### src/rtl/ubg_pkg.sv
package ubg_pkg;
  localparam int NPATH   = 2;
  localparam int PATH_TX = 0;
  localparam int PATH_RX = 1;
  localparam int MIN_PERIOD = 4;
endpackage

### src/rtl/ubg_prescaler.sv
module ubg_prescaler #(
  parameter int RATIO = 8
) (
  input  logic clk,
  input  logic rst,
  input  logic presc_sel,
  output logic sel_tick
);
  localparam int PW = (RATIO > 1) ? $clog2(RATIO) : 1;
  localparam logic [PW-1:0] LAST = PW'(RATIO - 1);

  logic [PW-1:0] pre_cnt;

  always_ff @(posedge clk) begin
    if (rst) begin
      pre_cnt <= '0;
    end else if (pre_cnt == LAST) begin
      pre_cnt <= '0;
    end else begin
      pre_cnt <= pre_cnt + 1'b1;
    end
  end

  assign sel_tick = presc_sel ? (pre_cnt == LAST) : 1'b1;

  // with the prescaler on, selected edges never come back to back
  p_presc_spacing_r3: assert property (@(posedge clk) disable iff (rst)
    (presc_sel && sel_tick) |=> !(presc_sel && sel_tick))
    else $error("prescaler emitted back-to-back selected edges");
endmodule

### src/rtl/ubg_cd_div.sv
module ubg_cd_div #(
  parameter int CD_W = 16
) (
  input  logic            clk,
  input  logic            rst,
  input  logic            sel_tick,
  input  logic [CD_W-1:0] cd_val,
  output logic            sample_tick
);
  logic [CD_W-1:0] cd_cnt;
  logic [CD_W-1:0] cd_last;

  assign cd_last = cd_val - 1'b1;

  always_ff @(posedge clk) begin
    if (rst) begin
      cd_cnt      <= '0;
      sample_tick <= 1'b0;
    end else if (sel_tick && (cd_val != '0)) begin
      if (cd_cnt >= cd_last) begin
        cd_cnt      <= '0;
        sample_tick <= 1'b1;
      end else begin
        cd_cnt      <= cd_cnt + 1'b1;
        sample_tick <= 1'b0;
      end
    end else begin
      sample_tick <= 1'b0;
    end
  end

  // a zero divisor stops the sample tick
  p_cd_zero_idle_r5: assert property (@(posedge clk) disable iff (rst)
    (cd_val == '0) |=> !sample_tick)
    else $error("sample tick with zero divisor");

  // with a divisor of two or more, a tick is never followed by another
  p_tick_single_r2: assert property (@(posedge clk) disable iff (rst)
    (sample_tick && (cd_val > 1)) |=> !sample_tick)
    else $error("sample tick lasted more than one cycle");
endmodule

### src/rtl/ubg_bit_div.sv
module ubg_bit_div #(
  parameter int BDIV_W = 8
) (
  input  logic              clk,
  input  logic              rst,
  input  logic              path_rst,
  input  logic              path_en,
  input  logic              sample_tick,
  input  logic [BDIV_W-1:0] bdiv_val,
  output logic              bit_stb
);
  import ubg_pkg::*;

  localparam logic [BDIV_W-1:0] FLOOR = BDIV_W'(MIN_PERIOD);

  logic [BDIV_W-1:0] bcnt;
  logic [BDIV_W-1:0] limit;

  assign limit = (bdiv_val < FLOOR) ? FLOOR : bdiv_val;

  always_ff @(posedge clk) begin
    if (rst || path_rst || !path_en) begin
      bcnt    <= '0;
      bit_stb <= 1'b0;
    end else if (sample_tick) begin
      if (bcnt >= limit) begin
        bcnt    <= '0;
        bit_stb <= 1'b1;
      end else begin
        bcnt    <= bcnt + 1'b1;
        bit_stb <= 1'b0;
      end
    end else begin
      bit_stb <= 1'b0;
    end
  end

  // a disabled path stays quiet
  p_disabled_quiet_r8: assert property (@(posedge clk) disable iff (rst)
    !path_en |=> !bit_stb)
    else $error("strobe on a disabled path");

  // a path reset returns the count to zero
  p_reset_clears_r9: assert property (@(posedge clk) disable iff (rst)
    path_rst |=> (bcnt == '0 && !bit_stb))
    else $error("path reset did not clear the period count");

  // every strobe follows a sample tick
  p_stb_after_tick_r6: assert property (@(posedge clk) disable iff (rst)
    bit_stb |-> $past(sample_tick))
    else $error("bit strobe without a preceding sample tick");
endmodule

### src/rtl/uart_baud_gen.sv
module uart_baud_gen #(
  parameter int CD_W   = 16,
  parameter int BDIV_W = 8,
  parameter int PRESC  = 8
) (
  input  logic              clk,
  input  logic              rst,
  input  logic              presc_sel,
  input  logic [CD_W-1:0]   cd_val,
  input  logic [BDIV_W-1:0] bdiv_val,
  input  logic              tx_en,
  input  logic              rx_en,
  input  logic              tx_rst,
  input  logic              rx_rst,
  output logic              sample_tick,
  output logic              tx_bit_stb,
  output logic              rx_bit_stb
);
  import ubg_pkg::*;

  logic             sel_tick;
  logic [NPATH-1:0] en_v;
  logic [NPATH-1:0] rst_v;
  logic [NPATH-1:0] stb_v;

  assign en_v[PATH_TX]  = tx_en;
  assign en_v[PATH_RX]  = rx_en;
  assign rst_v[PATH_TX] = tx_rst;
  assign rst_v[PATH_RX] = rx_rst;

  ubg_prescaler #(.RATIO(PRESC)) u_presc (
    .clk       (clk),
    .rst       (rst),
    .presc_sel (presc_sel),
    .sel_tick  (sel_tick)
  );

  ubg_cd_div #(.CD_W(CD_W)) u_cd (
    .clk         (clk),
    .rst         (rst),
    .sel_tick    (sel_tick),
    .cd_val      (cd_val),
    .sample_tick (sample_tick)
  );

  for (genvar p = 0; p < NPATH; p++) begin : g_path
    ubg_bit_div #(.BDIV_W(BDIV_W)) u_bit (
      .clk         (clk),
      .rst         (rst),
      .path_rst    (rst_v[p]),
      .path_en     (en_v[p]),
      .sample_tick (sample_tick),
      .bdiv_val    (bdiv_val),
      .bit_stb     (stb_v[p])
    );
  end

  assign tx_bit_stb = stb_v[PATH_TX];
  assign rx_bit_stb = stb_v[PATH_RX];

  // outputs are quiet in the cycle after reset
  p_reset_quiet_r1: assert property (@(posedge clk)
    $past(rst) |-> !(sample_tick || tx_bit_stb || rx_bit_stb))
    else $error("output active right after reset");
endmodule

### config.mk
export PLATFORM = sky130hd
export DESIGN_NAME = uart_baud_gen
export DESIGN_NICKNAME = d
export VERILOG_FILES = /design/src/rtl/ubg_pkg.sv /design/src/rtl/ubg_prescaler.sv /design/src/rtl/ubg_cd_div.sv /design/src/rtl/ubg_bit_div.sv /design/src/rtl/uart_baud_gen.sv
export SDC_FILE = /design/constraint.sdc
export NUM_CORES = 1
export LEC_CHECK = 0
export BUFFER_PORTS_ARGS = -buffer_cell sky130_fd_sc_hd__buf_4
export CORE_MARGIN = 2
export CORE_UTILIZATION = 58
export DETAILED_ROUTE_END_ITERATION = 12
export PLACE_DENSITY = 0.8
export SYNTH_ARGS = -nofsm -noshare
export SYNTH_HDL_FRONTEND = slang
export SYNTH_SLANG_ARGS = --single-unit
export TNS_END_PERCENT = 5
### constraint.sdc
create_clock -name clk -period 4.3 [get_ports clk]
set_input_delay 0.86 -clock clk [delete_from_list [all_inputs] [get_ports clk]]
set_output_delay 0.86 -clock clk [all_outputs]
set_load 0.05 [all_outputs]
**Word level (Yosys, flattened, before mapping)**

Cells that the tools add are included.

- $add $sub $neg: 5
- Order comparisons: 4
- Equal/unequal tests: 1
- Muxes and demuxes: 8
- Bitwise gates (word level): 2
- Reduce and logical (&&, ||, !) cells: 12

Operators with widths:

| operator | count |
|---|---|
| 8-bit two-way mux | 3 |
| 16-bit by 1-bit adder with 16-bit output, second input constant | 1 |
| 8-bit by 1-bit adder with 8-bit output, second input constant | 2 |
| 16-bit greater-or-equal comparator | 1 |
| 8-bit greater-or-equal comparator | 2 |
| 16-bit two-way mux | 1 |
| 16-bit nonzero test | 1 |
| 16-bit by 1-bit subtractor with 16-bit output, second input constant | 1 |
| 8-bit by 3-bit less-than comparator with 1-bit output, second input constant | 1 |
| 2-bit OR reduction | 4 |
| 1-bit logical OR | 4 |
| 1-bit two-way mux | 4 |
| 3-bit by 1-bit adder with 3-bit output, second input constant | 1 |
| 3-bit equality test, second input constant | 1 |
| 1-bit zero test | 2 |
| 1-bit inverter | 2 |
| 1-bit logical AND | 1 |

- Register bits after elaboration: 38
- Bits of input ports: 31
- Output and inout port bits: 3
- Word-level logic and storage cells: 39

**Depth between registers and ports, before layout**

Gate-level depths: netlist of run 1.

- Word-level depth: 5
- Gate-level depth with buffers: 14

**By module**

From an unflattened synthesis of run 1, not the netlist that was laid out.

- Cell total of the unflattened synthesis: 314
- Area, all modules: 2855.2 um^2

By module, submodules not included:

| module | times used | cells an instance | area each (um^2) | seq. area each (um^2) |
|---|---|---|---|---|
| ubg_cd_div | 1 | 169 | 1512.7 | 340.3 |
| ubg_bit_div | 2 | 68 | 615.6 | 180.2 |
| ubg_prescaler | 1 | 9 | 111.4 | 60.1 |

**Worst setup path before layout of run 1**

No wires, ideal clock.

- Path type: in2reg
- From: input cd_val[0]
- To: register u_cd.cd_cnt[5]
- Library setup time: 132 ps
- Arrival time: 3560 ps
- Data required time: 4168 ps
- Setup slack: 608 ps
- Stages on the path: 14
- Path buffers: 1
- Cells stage by stage: inv_1 > ha_1 > nor3b_4 > nand2_2 > or4_4 > or3_1 > xor2_1 > ha_1 > nand4_1 > nor3_1 > a31oi_1 > a21oi_2 > buf_2 > nor3_1

- Longest elaborated chain between the ends: 3

Ends and longest elaborated chain:

| what | line | RTL |
|---|---|---|
| from (decl) | uart_baud_gen.sv:9 | `input logic [CD_W-1:0] cd_val,` |
| 16-bit by 1-bit subtractor with 16-bit output | ubg_cd_div.sv:13 | `assign cd_last = cd_val - 1'b1;` |
| 16-bit greater-or-equal comparator | ubg_cd_div.sv:20 | `if (cd_cnt >= cd_last) begin` |
| 16-bit two-way mux | ubg_cd_div.sv:20 |  |
| to (signal assigned) | ubg_cd_div.sv:24 | `cd_cnt <= cd_cnt + 1'b1;` |
| to (decl) | ubg_cd_div.sv:10 | `logic [CD_W-1:0] cd_cnt;` |

Parallel ways exist; a longest one is shown, timed or not.
A chain may end at the register's enable or synchronous reset.

**Worst setup path after layout of run 1**

- From: input cd_val[0]
- To: register u_cd.sample_tick

- Longest elaborated chain between the ends: 4

Ends and longest elaborated chain:

| what | line | RTL |
|---|---|---|
| parallel branches: the longest is 4 deep, another holds 16-bit by 1-bit subtractor with 16-bit output | n/a |  |
| to (signal assigned) | ubg_cd_div.sv:18 | `sample_tick <= 1'b0;` |
| to (signal assigned) | ubg_cd_div.sv:22 | `sample_tick <= 1'b1;` |
| to (signal assigned) | ubg_cd_div.sv:25 | `sample_tick <= 1'b0;` |
| to (decl) | ubg_cd_div.sv:8 | `output logic sample_tick` |

Several ways; the timed one is not identified.

==> impl_metrics.tcl, run 1 <==
set metrics [dict create \
    post-route-period-util_pct 82.9 \
    path_delay_family "simple AND/OR/NAND/NOR gates" \
    place.gp.congestion 0.816 \
    rows 24 \
    grt_pass1_wl_mm 9.50 \
    end_kind "flop" \
    maxCapViolations 0 \
    synth_cell_types 44 \
    finalSetupViolCount 0 \
    wl_mm 5.44 \
    grt_pass1_vias 2248 \
    worstHoldEndpoint "u_presc.pre_cnt[0]" \
    die_area_sq_um 5240 \
    tightest_slew_ns 0.942 \
    ios 34 \
    start_util_pct 61.4 \
    path_cells "buf_4 > inv_1 > ha_1 > nor3b_4 > nand2_2 > or4_4 > or3_1 > xor2_1 > ha_1 > nand4_1 > nor3_1 > a31oi_1 > a21oi_2 > buf_4 > nor2b_1" \
    core_sq_um 4410 \
    crit_start "cd_val[0]" \
    drc 0 \
    post_cts_buffers 0 \
    syn_area_per_cell_sq_um 8.55 \
    syn_inst 317 \
    grt-ovfl-total 0 \
    drt-pass1-iter-count 4 \
    hold_start "u_presc.pre_cnt[0]" \
    synth_edf_count 0 \
    max_freq_mhz 280 \
    wl_per_cell_um 13.4 \
    vias 2294 \
    hold_depth 1 \
    numCtsBuffers 5 \
    port_buffers 33 \
    die_w_um 72.4 \
    skew_ns 0.00818 \
    ctsResizeCount 0 \
    antenna_found_initial 0 \
    synth_warnings 0 \
    hold_violations 0 \
    h-tree-depth 2 \
    synth-async-reset-ratio_pct 0 \
    cellPowerDensity_nw_per_um2 227 \
    status "finished, final reports clean" \
    synth-seq-area-share_pct 28.1 \
    drv_slew 0 \
    grt_max_degree 23 \
    area_growth_pct 14.5 \
    r2r_setup_slack_ns 2.32 \
    fin_setup_tns_ns 0 \
    worstReg2RegEnd "g_path[1].u_bit.bit_stb" \
    critPathMaxFanout 17 \
    critPathArrivalTime_ns 3.80 \
    place_hpwl_mm 4.24 \
    grt_util_all_layers_pct 22.8 \
    clkSinkCount 38 \
    viasPerCell 5.66 \
    finalNetCount 421 \
    layout-drive-gt1-share_pct 15.3 \
    slowest_delay_ns 0.42 \
    clockBufferDepth 2 \
    ant_nets 0 \
    dpl_worst_slack_ns 0.424 \
    worst-r2r-cell-count 7 \
    hp-class "reg -> reg" \
    fp.dieH_um 72.4 \
    synth_ff_type "dfxtp_1" \
    synth_area_sq_um 2710 \
    setup_ws_ns 0.734 \
    diodes 0 \
    slew_headroom_pct 37.0 \
    synth-seq-cells 38 \
    crit_slowest_cell "or4_4" \
    tritoncts "done" \
    nFillCells 384 \
    r2r-start "g_path[1].u_bit.bcnt[0]" \
    crit_type "in -> reg" \
    synth.net_count 386 \
    path_buf_inv 3 \
    path_clk_slew_ns 0.08 \
    finalCriticalPeriod_ns 3.57 \
    drtIter0Drc 79 \
    cts-root-buf "clkbuf_8" \
    startpoint_type "input port" \
    hold_buffers 0 \
    required_ns 4.53 \
    leakage_nw 1.38 \
    clock_latency_ns 0.30 \
    vdd_ir_drop_max_mv 0.105 \
    rsz0062_at_grt "false" \
]
==> cell usage after synthesis (2+ instances only) <==
cell type  count  area [sq um]
nor4_1         3          18.8
nor2_1        26          97.6
inv_1         13          48.8
dfxtp_1       38           761
a21o_1         6          45.0
nor3b_1        7          52.6
a21oi_1        9          45.0
and2_1         4          25.0
o21ai_0        6          30.0
clkbuf_1       4          15.0
ha_1          38           475
o22ai_1        2          12.5
nand2_1       29           109
or3_1          2          12.5
nand2b_1       3          18.8
xnor2_1       20           175
nand3_1       15          75.1
nand4_1       13          81.3
o2111ai_1      2          17.5
mux2i_1        3          30.0
nor2b_1        2          12.5
and3_1         5          31.3
a211oi_1       3          22.5
and4_1         4          35.0
nor3_1        21           105
xor2_1        21           184
==> stage by stage <==
step	utilization, %	area [sq um]	power (W)	instances	hold slack, ns
floorplan	-	2710	0.000414	317	0.408
global placement	68.1	3010	0.000452	397	0.425
detailed placement	68.1	3010	0.000456	397	0.424
CTS	70.3	3100	0.000711	405	0.442
global route	70.3	3100	0.000735	405	0.467
finish	70.3	3100	0.000705	405	0.444
==> worst max path at each step <==
stage	to	cells after the start	slack, ns
after CTS	u_cd.sample_tick	15	0.73
after floorplan	u_cd.cd_cnt[5]	14	0.61
after global routing	u_cd.sample_tick	15	0.57
final	u_cd.sample_tick	15	0.73
after global placement	u_cd.sample_tick	15	0.51
after detailed placement	u_cd.sample_tick	15	0.42
==> state kept, by name, summed over array words and instances, names as in the netlist <==
name	count
u_presc.pre_cnt	3
g_path.u_bit.bcnt	16
u_cd.cd_cnt	16
u_cd.sample_tick	1
g_path.u_bit.bit_stb	2
==> metal layers <==
metal | global-route usage (%) | up-vias | wire length, um
li1 | - | 1200 | -
met1 | 25.4 | 1028 | 2330
met2 | 41.9 | 55 | 2740
met3 | 3.47 | 11 | 238
met4 | 11.1 | 0 | 127
met5 | 0 | - | 0
==> placed cells by master (no fill, tap or decap), drive strengths merged, types with 6 or more instances in the layout <==
cell    count
nor3       23
a21o        6
buf        34
ha         38
nand3      15
dfxtp      38
nor2       26
xnor2      20
nor3b       8
clkbuf      6
a21oi      10
inv        13
nand2      30
o21ai       6
xor2       21
nand4      14
==> report_power, final <==
| group | leakage [nW] | internal (W) | switching, W |
|---|---|---|---|
| clock network | 0.0472 | 0.000129 | 0.000129 |
| registers | 0.307 | 0.000356 | 0.00000305 |
| logic | 1.02 | 0.0000442 | 0.0000439 |
| total | 1.38 | 0.000529 | 0.000176 |
==> layout make-up <==
cell class / instances / area (sq um) / share of cell area, %
timing repair buffer: 34 / 255 / 8.23
inverter: 13 / 48.8 / 1.57
multi-input combinational: 260 / 1880 / 60.5
sequential: 38 / 761 / 24.5
clock buffer: 6 / 82.6 / 2.66
clock inverter: 2 / 12.5 / 0.403
tap: 52 / 65.1 / 2.10
==> kinds of logic (layout without fill, tap and decap cells) <==
family	Yosys count	after routing	share of synthesized area, %
and+or+nand+nor	146	146	29.9
xor gates and xnor gates	41	41	13.3
adders and majority gates	38	38	17.5
DFF	38	38	28.1
AOI/OAI and AO/OA	32	32	7.48
buffers and inverters	19	55	2.68
muxes	3	3	1.11
Power figures use the tool's default switching activity.
==> run 2, diff against run 1 <==
==> constraint.sdc (replaced) <==
create_clock -name clk -period 3.3 [get_ports clk]
set_input_delay 0.66 -clock clk [delete_from_list [all_inputs] [get_ports clk]]
set_output_delay 0.66 -clock clk [all_outputs]
set_load 0.05 [all_outputs]
==> run 2 against run 1 <==
  * Non-clock buffer count is 7 higher
  * Utilization is 1.2 points higher
  * Die area stayed put
  * First-iteration DRC count is 33% higher
  * Critical path type unchanged
  * Critical endpoint is now u_cd.cd_cnt[7]
==> impl_metrics.tcl, run 2 (same netlist as run 1, synthesis figures left out) <==
set metrics [dict create \
    tightest_slew_ns 0.916 \
    grt_util_all_layers_pct 23.2 \
    die_w_um 72.4 \
    hold_start "u_presc.pre_cnt[0]" \
    final_cell_mix "buf_4, ha_1, dfxtp_1" \
    rows 24 \
    grt_max_degree 23 \
    port_buffers 33 \
    final_common_cell "buf_4" \
    fp.dieH_um 72.4 \
    ant_nets 0 \
    drv_slew 0 \
    place.gp.congestion 0.807 \
    final_util_pct 71.5 \
    hp-class "reg -> reg" \
    grt_pass1_vias 2289 \
    clockBufferDepth 2 \
    core_sq_um 4410 \
    worstHoldEndpoint "u_presc.pre_cnt[0]" \
    critPathMaxFanout 9 \
    end_kind "flop" \
    rsz0062_at_grt "false" \
    leakage_nw 1.41 \
    seqCellArea_sq_um 761 \
    tritoncts "done" \
    required_ns 3.47 \
    worstReg2RegEnd "g_path[1].u_bit.bit_stb" \
    drtIter0Drc 105 \
    die_area_sq_um 5240 \
    antenna_found_initial 0 \
    clock_latency_ns 0.29 \
    cts-root-buf "clkbuf_8" \
    ctsResizeCount 0 \
    clkSinkCount 38 \
    drt-pass1-iter-count 4 \
    hold_violations 0 \
    finalCriticalPeriod_ns 3.11 \
    startpoint_type "input port" \
    numCtsBuffers 5 \
    vdd_ir_drop_max_mv 0.159 \
    multiInputGateArea_sq_um 1880 \
    grt_pass1_wl_mm 9.68 \
    layout-drive-gt1-share_pct 16.9 \
    nFillCells 363 \
    status "finished, final reports clean" \
    skew_ns 0.00735 \
    crit_type "in -> reg" \
    max_freq_mhz 322 \
    wl_per_cell_um 13.5 \
    setup_ws_ns 0.193 \
    fin_setup_tns_ns 0 \
    maxCapViolations 0 \
    post-route-period-util_pct 94.2 \
    diodes 0 \
    h-tree-depth 2 \
    place_hpwl_mm 4.29 \
    hold_depth 1 \
    path_clk_slew_ns 0.08 \
    path_cells "buf_4 > inv_1 > ha_1 > nor3b_4 > nand2_2 > or4_4 > or3_1 > xor2_1 > ha_1 > nand4_1 > nor3_2 > a22oi_1 > a21oi_2 > buf_4 > nor3_1" \
    grt-ovfl-total 0 \
    largestRegisters "g_path.u_bit.bcnt x16, u_cd.cd_cnt x16, u_presc.pre_cnt x3" \
    finalSetupViolCount 0 \
    slew_headroom_pct 38.8 \
    worst-r2r-cell-count 7 \
    dpl_worst_slack_ns -0.133 \
    r2r-start "g_path[1].u_bit.bcnt[0]" \
    wl_mm 5.54 \
    finalNetCount 428 \
    vias 2383 \
    drc 0 \
    area_growth_pct 16.4 \
    post_cts_buffers 0 \
    r2r_setup_slack_ns 1.28 \
    design_area_sq_um 3160 \
    placed_area_sq_um 3060 \
    hold_buffers 0 \
    ios 34 \
    critPathArrivalTime_ns 3.28 \
    start_util_pct 61.4 \
    cellPowerDensity_nw_per_um2 290 \
    viasPerCell 5.78 \
    slowest_delay_ns 0.41 \
    crit_slowest_cell "or4_4" \
]
-- run 2: cell types whose count changed in the layout (fill, tap and decap cells not counted), sizes merged --
cell and delta:
buf +7, clkbuf +1, clkinvlp -1
-- run 2: power breakdown --
part           internal, W  switching (W)  leakage [nW]
Sequential        0.000464     0.00000404         0.307
Combinational    0.0000595      0.0000569          1.06
Clock             0.000169       0.000162        0.0482
-- run 2: layout make-up --
type	count	share of cell area, %
Multi-Input combinational cell	260	59.6
Clock inverter	1	0.159
Inverter	13	1.55
Tap cell	52	2.06
Sequential cell	38	24.1
Timing Repair Buffer	41	9.75
Clock buffer	7	2.74
-- run 2: worst max-delay path by stage --
stage | startpoint | endpoint | slack (ns) | cells past startpoint
after detailed placement | cd_val[0] | u_cd.cd_cnt[15] | -0.13 | 15
after CTS | cd_val[0] | u_cd.cd_cnt[7] | 0.18 | 15
after global placement | cd_val[0] | u_cd.cd_cnt[14] | -0.05 | 15
final | cd_val[0] | u_cd.cd_cnt[7] | 0.19 | 15
after floorplan | cd_val[0] | u_cd.cd_cnt[5] | -0.04 | 14
after global routing | cd_val[0] | u_cd.cd_cnt[15] | 0.05 | 15
-- run 2: critical path, delay by kind of cell --
kind | cells | cell delay (ns)
AOI/OAI and AO/OA | 2 | 0.26
xor gates and xnor gates | 1 | 0.15
adders and majority gates | 2 | 0.45
buffers and inverters | 3 | 0.37
and+or+nand+nor | 7 | 1.38
-- run 2: through the flow --
stage | std cells | power (W) | hold slack [ns]
detailed placement | 404 | 0.000596 | 0.427
CTS | 412 | 0.000924 | 0.446
finish | 412 | 0.000915 | 0.443
global placement | 404 | 0.000592 | 0.426
floorplan | 317 | 0.000540 | 0.408
global route | 412 | 0.000956 | 0.458
-- run 2: per-layer routing --
layer,global-route usage [%],up-vias,wire length (um)
li1,-,1216,-
met4,8.18,0,88
met5,0,-,0
met1,26.8,1107,2450
met2,42.3,52,2770
met3,4.58,8,232
==> run 3, diff against run 2 <==
--- a/config.mk
+++ b/config.mk
@@ -9,7 +9,7 @@
 export CORE_MARGIN = 2
 export CORE_UTILIZATION = 58
 export DETAILED_ROUTE_END_ITERATION = 12
-export PLACE_DENSITY = 0.8
+export PLACE_DENSITY_LB_ADDON = 0.2
 export SYNTH_ARGS = -nofsm -noshare
 export SYNTH_HDL_FRONTEND = slang
 export SYNTH_SLANG_ARGS = --single-unit
==> run 3 against run 2 <==
  * Register-to-register slack barely moved
  * Hold slack gained 0.0048 ns
  * Die area unchanged
  * Utilization rose by 0.26 points
  * Sequential power about the same
  * Via count fell by 0.92%
  * Critical endpoint is now u_cd.cd_cnt[13]
  * Largest power group unchanged
  * Highest routed layer unchanged
==> impl_metrics.tcl, run 3 (same netlist as run 1, synthesis figures left out) <==
set metrics [dict create \
    setup_ws_ns 0.215 \
    drt-pass1-iter-count 4 \
    h-tree-depth 2 \
    final_common_cell "buf_4" \
    finalNetCount 429 \
    grt_util_all_layers_pct 23.8 \
    tritoncts "done" \
    diodes 0 \
    hold_buffers 0 \
    slowest_delay_ns 0.41 \
    p_total_w 0.000926 \
    grt_pass1_wl_mm 10.1 \
    hold_depth 1 \
    seqPwrFrac_pct 50.6 \
    finalSetupViolCount 0 \
    skew_ns 0.00572 \
    area_growth_pct 16.9 \
    ios 34 \
    numCtsBuffers 5 \
    fp.dieH_um 72.4 \
    critPathArrivalTime_ns 3.26 \
    place_hpwl_mm 4.31 \
    grt_max_degree 23 \
    final_cell_mix "buf_4, ha_1, dfxtp_1" \
    ctsResizeCount 0 \
    netSwitchingFraction_pct 25.2 \
    maxCapViolations 0 \
    leakage_nw 1.42 \
    drv_slew 0 \
    wl_mm 5.57 \
    cellPowerDensity_nw_per_um2 292 \
    crit_type "in -> reg" \
    antenna_found_initial 0 \
    grt_pass1_vias 2425 \
    end_kind "flop" \
    port_buffers 33 \
    rows 24 \
    clkSinkCount 38 \
    comb_power_share_pct 12.9 \
    ant_nets 0 \
    core_sq_um 4410 \
    path_clk_slew_ns 0.08 \
    worst-r2r-cell-count 7 \
    slew_headroom_pct 40.6 \
    cts-root-buf "clkbuf_8" \
    place.gp.congestion 0.816 \
    drc 0 \
    holdWs_ns 0.448 \
    clock_latency_ns 0.29 \
    status "finished, final reports clean" \
    grt-ovfl-total 0 \
    critPathMaxFanout 9 \
    required_ns 3.47 \
    internal_power_w 0.000693 \
    hp-class "reg -> reg" \
    nFillCells 354 \
    vdd_ir_drop_max_mv 0.177 \
    viasPerCell 5.72 \
    die_w_um 72.4 \
    path_cells "buf_4 > inv_1 > ha_1 > nor3b_4 > nand2_2 > or4_4 > or3_1 > xor2_1 > ha_1 > nand4_1 > nor3_2 > a22oi_1 > a21oi_2 > buf_4 > nor3_1" \
    clkPwrFrac_pct 36.5 \
    layout-drive-gt1-share_pct 17.5 \
    rsz0062_at_grt "true" \
    crit_slowest_cell "or4_4" \
    largestRegisters "g_path.u_bit.bcnt x16, u_cd.cd_cnt x16, u_presc.pre_cnt x3" \
    wl_per_cell_um 13.5 \
    tightest_slew_ns 0.889 \
    startpoint_type "input port" \
    max_freq_mhz 324 \
    start_util_pct 61.4 \
    path_delay_family "simple AND/OR/NAND/NOR gates" \
    hold_violations 0 \
    finalCriticalPeriod_ns 3.09 \
    clockBufferDepth 2 \
    dpl_worst_slack_ns -0.122 \
    vias 2361 \
    drtIter0Drc 149 \
    post_cts_buffers 0 \
    post-route-period-util_pct 93.5 \
    path_buf_inv 3 \
    crit_cells 15 \
    die_area_sq_um 5240 \
    switching_power_w 0.000233 \
]
run 3: changes by cell type in the layout (fill, tap and decap cells not counted):
cell	change
clkbuf_1	-1
clkinvlp_4	+1
buf_4	+1
run 3: path summary, 6_finish.rpt:
check | startpoint | endpoint | slack [ns]
max | cd_val[0] | u_cd.cd_cnt[13] | 0.21
min | u_presc.pre_cnt[0] | u_presc.pre_cnt[0] | 0.45
max reg2reg | g_path[1].u_bit.bcnt[0] | g_path[1].u_bit.bit_stb | 1.28
min reg2reg | u_presc.pre_cnt[0] | u_presc.pre_cnt[0] | 0.45
run 3: area by class of cell:
class,count,area [sq um],share of cell area (%)
Inverter,13,48.8,1.54
Sequential cell,38,761,24.0
Clock buffer,6,82.6,2.61
Timing Repair Buffer,42,315,9.96
Clock inverter,2,12.5,0.395
Tap cell,52,65.1,2.05
Multi-Input combinational cell,260,1880,59.4
run 3: power groups by stage:
stage	Clock (W)	Sequential [W]	Combinational [W]
3_3_place_gp	0	0.000479	0.000114
5_1_grt	0.000362	0.000469	0.000135
6_report	0.000338	0.000469	0.000119
3_5_place_dp	0	0.000479	0.000119
2_1_floorplan	0	0.000478	0.0000623
4_1_cts	0.000343	0.000468	0.000121
run 3: layer usage:
metal | track usage (%) | wire (um)
met2 | 42.4 | 2790
met5 | 0 | 0
met3 | 3.33 | 210
met1 | 28.1 | 2390
met4 | 11.1 | 168
run 3: through the flow:
stage                     setup TNS, ns  std cells  util (%)  cell area (sq um)
after CTS                             0        413      71.7               3170
after global routing            -0.0204        413      71.7               3170
final                                 0        413      71.7               3170
after global placement           -0.927        405      69.6               3070
after floorplan                  -0.363        317         -               2720
after detailed placement          -1.92        405      69.6               3070
run 3: worst reg2reg max path, cell delays in order, from the launching register on:
cell	delay, ns
dfxtp_1	0.44
inv_1	0.07
ha_1	0.28
nand2b_1	0.14
a21o_1	0.18
a211oi_1	0.27
o22ai_1	0.30
and2_1	0.25
